--- src/rtl/tws_pkg.sv ---
package tws_pkg;

    typedef enum logic [3:0] {
        ST_IDLE,
        ST_FOLD,
        ST_SCAN_P,
        ST_END_P,
        ST_DEC_P,
        ST_SCAN_C,
        ST_END_C,
        ST_DEC_C,
        ST_DONE
    } tws_state_t;

    typedef struct packed {
        logic ok;
        logic fail;
        logic retune;
    } tws_flags_t;

    // Centre of a run in probe space, folded back into tap space.
    // Run bounds are below 2n, so one subtraction replaces the modulo.
    function automatic int unsigned centre_tap(input int unsigned s,
                                               input int unsigned e,
                                               input int unsigned n);
        int unsigned m;
        m = (s + e) / 2;
        return (m >= n) ? (m - n) : m;
    endfunction

endpackage

--- src/rtl/tws_fold.sv ---
module tws_fold #(
    parameter int MAP_W = 32
) (
    input  logic [1:0][MAP_W-1:0]       maps,
    input  logic [$clog2(MAP_W):0]      tap_cnt,
    input  logic [$clog2(MAP_W/2)-1:0]  tap_idx,
    output logic [1:0]                  ok
);
    localparam int IDX_W = $clog2(MAP_W) + 1;

    logic [IDX_W-1:0] lo_pos;
    logic [IDX_W-1:0] hi_pos;

    assign lo_pos = IDX_W'(tap_idx);
    assign hi_pos = lo_pos + tap_cnt;

    // Same folding rule applied to each map independently.
    for (genvar g = 0; g < 2; g++) begin : g_map
        logic [MAP_W-1:0] lo_sh;
        logic [MAP_W-1:0] hi_sh;
        assign lo_sh = maps[g] >> lo_pos;
        assign hi_sh = maps[g] >> hi_pos;
        assign ok[g] = lo_sh[0] & hi_sh[0];
    end

endmodule

--- src/rtl/tws_run_tracker.sv ---
module tws_run_tracker #(
    parameter int IDX_W = 6
) (
    input  logic             clk,
    input  logic             rst,
    input  logic             clr,
    input  logic             step,
    input  logic             fin,
    input  logic             bit_in,
    input  logic [IDX_W-1:0] pos,
    output logic [IDX_W-1:0] best_len,
    output logic [IDX_W-1:0] run_start,
    output logic [IDX_W-1:0] run_end
);
    logic [IDX_W-1:0] cur_len;

    always_ff @(posedge clk) begin
        if (rst || clr) begin
            cur_len   <= '0;
            best_len  <= '0;
            run_start <= '0;
            run_end   <= '0;
        end else if (step && bit_in) begin
            cur_len <= cur_len + 1'b1;
        end else if (step || fin) begin
            // Strictly longer only: an equal later run never displaces.
            if (cur_len > best_len) begin
                best_len  <= cur_len;
                run_start <= pos - cur_len;
                run_end   <= pos - 1'b1;
            end
            cur_len <= '0;
        end
    end

    p_run_order_r2: assert property (@(posedge clk) disable iff (rst)
        (best_len != '0) |-> (run_start <= run_end));

    p_run_len_r2: assert property (@(posedge clk) disable iff (rst)
        (best_len != '0) |-> ((run_end - run_start + 1'b1) == best_len));

endmodule

--- src/rtl/tap_window_selector.sv ---
module tap_window_selector
    import tws_pkg::*;
#(
    parameter int MAP_W   = 32,
    parameter int MIN_RUN = 3
) (
    input  logic                       clk,
    input  logic                       rst,
    input  logic                       start,
    input  logic [MAP_W-1:0]           pass_map,
    input  logic [MAP_W-1:0]           cmp_map,
    input  logic [$clog2(MAP_W):0]     tap_count,
    output logic                       busy,
    output logic                       done,
    output logic                       sel_ok,
    output logic                       sel_fail,
    output logic                       retune_en,
    output logic [$clog2(MAP_W/2)-1:0] tap_sel
);
    localparam int IDX_W  = $clog2(MAP_W) + 1;
    localparam int HALF   = MAP_W / 2;
    localparam int HALF_W = $clog2(HALF);

    tws_state_t       state;
    tws_flags_t       flags_q;
    logic [MAP_W-1:0] pass_q, cmp_q;
    logic [IDX_W-1:0] n_q;
    logic [IDX_W-1:0] idx;
    logic [HALF_W-1:0] tpos;
    logic [HALF-1:0]  pass_fold_q, cmp_fold_q;
    logic [HALF_W-1:0] tap_q;

    logic [1:0]       fold_ok;
    logic [IDX_W:0]   two_n;
    logic             last_tap, last_probe, skip, full_pass;
    logic [HALF-1:0]  scan_vec, scan_sh;
    logic             scan_bit;
    logic             trk_clr, trk_step, trk_fin;
    logic [IDX_W-1:0] trk_pos, best_len, run_start, run_end;
    logic [HALF_W-1:0] centre;

    assign two_n      = {n_q, 1'b0};
    assign last_tap   = (IDX_W'(tpos) == (n_q - 1'b1));
    assign last_probe = ({1'b0, idx} == (two_n - 1'b1));
    assign skip       = (tap_count == '0) ||
                        ({tap_count, 1'b0} >= (IDX_W+1)'(MAP_W));
    assign full_pass  = ({1'b0, best_len} == two_n);

    tws_fold #(.MAP_W(MAP_W)) u_fold (
        .maps    ({cmp_q, pass_q}),
        .tap_cnt (n_q),
        .tap_idx (tpos),
        .ok      (fold_ok)
    );

    assign scan_vec = (state == ST_SCAN_C) ? cmp_fold_q : pass_fold_q;
    assign scan_sh  = scan_vec >> tpos;
    assign scan_bit = scan_sh[0];

    assign trk_clr  = ((state == ST_FOLD) && last_tap) ||
                      ((state == ST_DEC_P) && full_pass);
    assign trk_step = (state == ST_SCAN_P) || (state == ST_SCAN_C);
    assign trk_fin  = (state == ST_END_P) || (state == ST_END_C);
    assign trk_pos  = trk_fin ? two_n[IDX_W-1:0] : idx;

    tws_run_tracker #(.IDX_W(IDX_W)) u_track (
        .clk       (clk),
        .rst       (rst),
        .clr       (trk_clr),
        .step      (trk_step),
        .fin       (trk_fin),
        .bit_in    (scan_bit),
        .pos       (trk_pos),
        .best_len  (best_len),
        .run_start (run_start),
        .run_end   (run_end)
    );

    assign centre = HALF_W'(centre_tap(32'(run_start), 32'(run_end), 32'(n_q)));

    always_ff @(posedge clk) begin
        if (rst) begin
            state       <= ST_IDLE;
            flags_q     <= '0;
            pass_q      <= '0;
            cmp_q       <= '0;
            n_q         <= '0;
            idx         <= '0;
            tpos        <= '0;
            pass_fold_q <= '0;
            cmp_fold_q  <= '0;
            tap_q       <= '0;
        end else begin
            unique case (state)
                ST_IDLE: begin
                    if (start) begin
                        pass_q <= pass_map;
                        cmp_q  <= cmp_map;
                        n_q    <= tap_count;
                        tpos   <= '0;
                        idx    <= '0;
                        if (skip) begin
                            flags_q <= '{ok: 1'b0, fail: 1'b1, retune: 1'b0};
                            state   <= ST_DONE;
                        end else begin
                            flags_q <= '0;
                            state   <= ST_FOLD;
                        end
                    end
                end
                ST_FOLD: begin
                    pass_fold_q[tpos] <= fold_ok[0];
                    cmp_fold_q[tpos]  <= fold_ok[1];
                    if (last_tap) begin
                        tpos  <= '0;
                        idx   <= '0;
                        state <= ST_SCAN_P;
                    end else begin
                        tpos <= tpos + 1'b1;
                    end
                end
                ST_SCAN_P, ST_SCAN_C: begin
                    idx  <= idx + 1'b1;
                    tpos <= last_tap ? '0 : tpos + 1'b1;
                    if (last_probe)
                        state <= (state == ST_SCAN_P) ? ST_END_P : ST_END_C;
                end
                ST_END_P: state <= ST_DEC_P;
                ST_END_C: state <= ST_DEC_C;
                ST_DEC_P: begin
                    if (full_pass) begin
                        idx   <= '0;
                        tpos  <= '0;
                        state <= ST_SCAN_C;
                    end else begin
                        flags_q.ok     <= (best_len >= IDX_W'(MIN_RUN));
                        flags_q.fail   <= (best_len <  IDX_W'(MIN_RUN));
                        flags_q.retune <= (best_len >= IDX_W'(MIN_RUN));
                        if (best_len >= IDX_W'(MIN_RUN)) tap_q <= centre;
                        state <= ST_DONE;
                    end
                end
                ST_DEC_C: begin
                    flags_q.ok     <= (best_len != '0);
                    flags_q.fail   <= (best_len == '0);
                    flags_q.retune <= (best_len != '0);
                    if (best_len != '0) tap_q <= centre;
                    state <= ST_DONE;
                end
                ST_DONE: state <= ST_IDLE;
                default: state <= ST_IDLE;
            endcase
        end
    end

    assign busy      = (state != ST_IDLE) && (state != ST_DONE);
    assign done      = (state == ST_DONE);
    assign sel_ok    = flags_q.ok;
    assign sel_fail  = flags_q.fail;
    assign retune_en = flags_q.retune;
    assign tap_sel   = tap_q;

    p_done_single_r8: assert property (@(posedge clk) disable iff (rst)
        done |=> !done);

    p_flags_excl_r6: assert property (@(posedge clk) disable iff (rst)
        !(sel_ok && sel_fail));

    p_tap_range_r5: assert property (@(posedge clk) disable iff (rst)
        sel_ok |-> (IDX_W'(tap_sel) < n_q));

    p_fail_holds_tap_r6: assert property (@(posedge clk) disable iff (rst)
        (busy && !done) |=> (!done || sel_ok || $stable(tap_sel)));

    p_busy_ignores_start_r9: assert property (@(posedge clk) disable iff (rst)
        (busy && start) |=> (busy || done));

    p_skip_fast_r7: assert property (@(posedge clk) disable iff (rst)
        (!busy && !done && start && skip) |=> (done && sel_fail));

endmodule

--- config.mk ---
export PLATFORM = sky130hd
export DESIGN_NAME = tap_window_selector
export DESIGN_NICKNAME = d
export VERILOG_FILES = /design/src/rtl/tws_pkg.sv /design/src/rtl/tws_fold.sv /design/src/rtl/tws_run_tracker.sv /design/src/rtl/tap_window_selector.sv
export SDC_FILE = /design/constraint.sdc
export NUM_CORES = 1
export LEC_CHECK = 0
export BUFFER_PORTS_ARGS = -buffer_cell sky130_fd_sc_hd__buf_2
export CORE_MARGIN = 10
export CORE_UTILIZATION = 54
export CTS_BUF_LIST = sky130_fd_sc_hd__clkbuf_4 sky130_fd_sc_hd__clkbuf_8 sky130_fd_sc_hd__clkbuf_16
export DETAILED_ROUTE_END_ITERATION = 10
export GPL_TIMING_DRIVEN = 0
export PLACE_DENSITY = 0.83
export SYNTH_ARGS = -nofsm -noshare
export SYNTH_HDL_FRONTEND = slang
export SYNTH_SLANG_ARGS = --single-unit
--- constraint.sdc ---
create_clock -name clk -period 2.7 [get_ports clk]
set_input_delay 0.135 -clock clk [delete_from_list [all_inputs] [get_ports clk]]
set_output_delay 0.135 -clock clk [all_outputs]
set_load 0.02 [all_outputs]
==> impl_metrics.yaml <==
detailed_routing:
  firstDrtPassIters: 7
  drt-initial-drc-count: 1472
  viasPerCell: 6.65
  wl_per_cell_um: 23.5
  drc_errors: 0
  vias: 8860
  ant_nets: 0
  wl_um: 31200
worst_setup_path:
  cp.arrival_ns: 3.40
  cp.required_ns: 3.03
  end_kind: "flop"
  cp_num_cells: 10
  worst-setup-path-type: "flop to flop"
  timing.rr.start: "n_q[0]"
  cpPeakStageDelay_ns: 0.57
  path_buf_inv: 3
  rr_endpoint: "cmp_fold_q[7]"
  crit_fanout: 7
  cp_top_family: "multiplexers"
  critPathSlowestCell: "fa_1"
  path_cells: "ha_4 > fa_1 > buf_8 > buf_12 > mux4_2 > mux4_2 > mux2i_1 > or4b_4 > buf_8 > o21ai_2"
  reg2reg_slack_ns: -0.37
  rr_worst_depth: 10
  critPathLaunchType: "flop"
die:
  fp.coreArea_um2: 14700
  rows: 44
  dieArea_um2: 20500
  die_y_um: 143
  initial_core_util: 0.557
  die-width_um: 143
  num_io_pins: 82
synth:
  ys.flop_type: "dfxtp_1"
  postSynthAreaPerCell_um2: 8.69
  yosys.cell_types.count: 68
  yosysWarningCount: 0
  synth_seq_cells: 146
  synth_edf_count: 0
  async_flop_share: 0
  netlist_area_um2: 8180
  syn-num-nets: 1053
  synth-seq-area-share: 0.357
  netlist_instances: 942
global_route:
  grt_pass1_vias: 8649
  grt_max_degree: 17
  grt_pass1_wl_um: 45400
  grt_overflow: 0
  antenna_found_initial: 1
  grt.total_usage: 0.278
timing:
  slew_headroom: 0.366
  hold_viol: 1
  tightest_slew_ns: 0.947
  setup_viol: 39
  rsz0062_at_grt: "yes"
  fin_crit_ns: 3.07
  setup_slack_ns: -0.368
  fin_hold_ws_ns: -0.00648
  tns_ns: -9.88
  slew_violations: 0
  skew_ns: 0.0121
  fmax_mhz: 326
  finalCritPeriodShare: 1.14
cells_and_area:
  area_growth_pct: 32.5
  layout_common_cells: "182 x nand2_1, 136 x dfxtp_1, 101 x a21oi_1"
  finalNonFillerCells: 1332
  layout.nets: 1246
  multiInputGateArea_um2: 5150
  final_common_cell: "nand2_1"
  fillers: 799
  drive_above_1_share: 0.257
  seq_area_um2: 2940
worst_hold_path:
  min_to: "n_q[0]"
  min-delay-start: "tap_count[0]"
  hp-class: "input port to flop"
  hold_path_depth: 3
power_and_ir_drop:
  ir_drop_v: 0.000544
  p_leak_nw: 4.20
  power_density_nw_per_um2: 580
clock_network:
  cts_buffer_depth: 2
  cts_tree: "done"
  clock_sinks: 146
  cts_made_buffers: 17
  clkTransAtPathRegs_ns: 0.07
  root_buffer: "clkbuf_16"
  clkLatencyLatePin_ns: 0.44
  htree_levels: 4
job:
  max-cap-violations: 0
place:
  dp_hpwl_um: 15500
  dpl.cell_count: 1206
  numPortBuffers: 80
  gp_congestion: 0.923
outcome:
  violations: "negative hold slack, negative setup slack"
  status: "complete, but fails checks"
[cell type report]
| cell class | instances | area share |
|---|---|---|
| multi-input cells | 697 | 0.475 |
| flip-flops and latches | 146 | 0.271 |
| repair buffers | 181 | 0.130 |
| clock buffers | 19 | 0.0418 |
| plain buffers | 59 | 0.0347 |
| well taps | 184 | 0.0212 |
| clock inverters | 12 | 0.0143 |
| inverters | 33 | 0.0118 |
| diodes | 1 | 0.000231 |
[cell families (layout without fill, tap and decap cells)]
family                     count (synthesis)  count (layout)  share of synthesized area
muxes                                     60              60                      0.127
AOI/OAI and AO/OA                        213             213                      0.149
xor gates and xnor gates                  40              40                     0.0428
buffers and inverters                     99             304                     0.0553
and+or+nand+nor                          346             346                      0.207
DFF                                      146             146                      0.357
other                                      0               1                          0
adders and majority gates                 38              38                     0.0618
[worst register-to-register path, stage by stage, from the launching register on]
cell	delay (ns)
dfxtp_4	0.36
ha_4	0.16
fa_1	0.57
buf_8	0.15
buf_12	0.14
mux4_2	0.33
mux4_2	0.55
mux2i_1	0.22
or4b_4	0.25
buf_8	0.15
o21ai_2	0.06
[worst max-delay path by stage]
stage | startpoint | to | slack, ns
after floorplan | tpos[0] | cmp_fold_q[5] | 0.007
after global placement | n_q[0] | pass_fold_q[6] | -0.37
after detailed placement | n_q[0] | pass_fold_q[1] | -0.42
after CTS | n_q[0] | pass_fold_q[1] | -0.15
after global routing | tpos[0] | cmp_fold_q[7] | -0.40
final | n_q[0] | cmp_fold_q[7] | -0.37
[state kept, by name, indices dropped and copies added, names as in the netlist, 16 cells and up]
register,flops
cmp_fold_q,16
cmp_q,32
pass_q,32
pass_fold_q,16
[power breakdown]
group	switching, mW	internal (mW)
clock	1.01	1.50
sequential	0.101	2.26
combinational	0.796	0.618
total	1.91	4.38
[synth_stat cells (23+ instances only)]
cell	n	area [µm²]
a21oi_1	105	526
o21ai_0	56	280
clkbuf_1	39	146
mux2i_1	25	250
nor2_1	33	124
mux4_2	31	698
inv_1	32	120
xnor2_1	25	219
dfxtp_1	146	2920
nand3b_1	34	255
nand3_1	23	115
nand2_1	182	683
ha_1	34	425
[metrics by stage]
| stage | instance area [µm²] | worst slack (ns) | total power [mW] | hold WS, ns | util |
|---|---|---|---|---|---|
| floorplan | 8210 | 0.00681 | 3.15 | 0.271 | - |
| global route | 10800 | -0.403 | 6.40 | -0.00389 | 0.738 |
| global placement | 8840 | -0.373 | 3.41 | 0.377 | 0.602 |
| finish | 10800 | -0.368 | 6.29 | -0.00648 | 0.738 |
| detailed placement | 8840 | -0.424 | 3.43 | 0.381 | 0.602 |
| CTS | 10500 | -0.152 | 6.02 | 0.000873 | 0.711 |
[per-layer routing]
layer  global-route usage  wire [µm]  vias to the layer above
li1                     -          -                     3713
met1                0.317      10800                     4111
met4                0.154       1770                        0
met2                0.467      14800                      833
met5                    0          0                        -
met3               0.0710       3890                      203
[repair_timing]
action	CTS	global route
gates cloned	3	0
setup buffers	15	18
pin swaps	21	27
hold buffers	66	0
gates resized for setup	77	86
hold endpoints to repair	66	0
setup endpoints to repair	131	70
No activity file was read; power rests on OpenSTA's default activity.
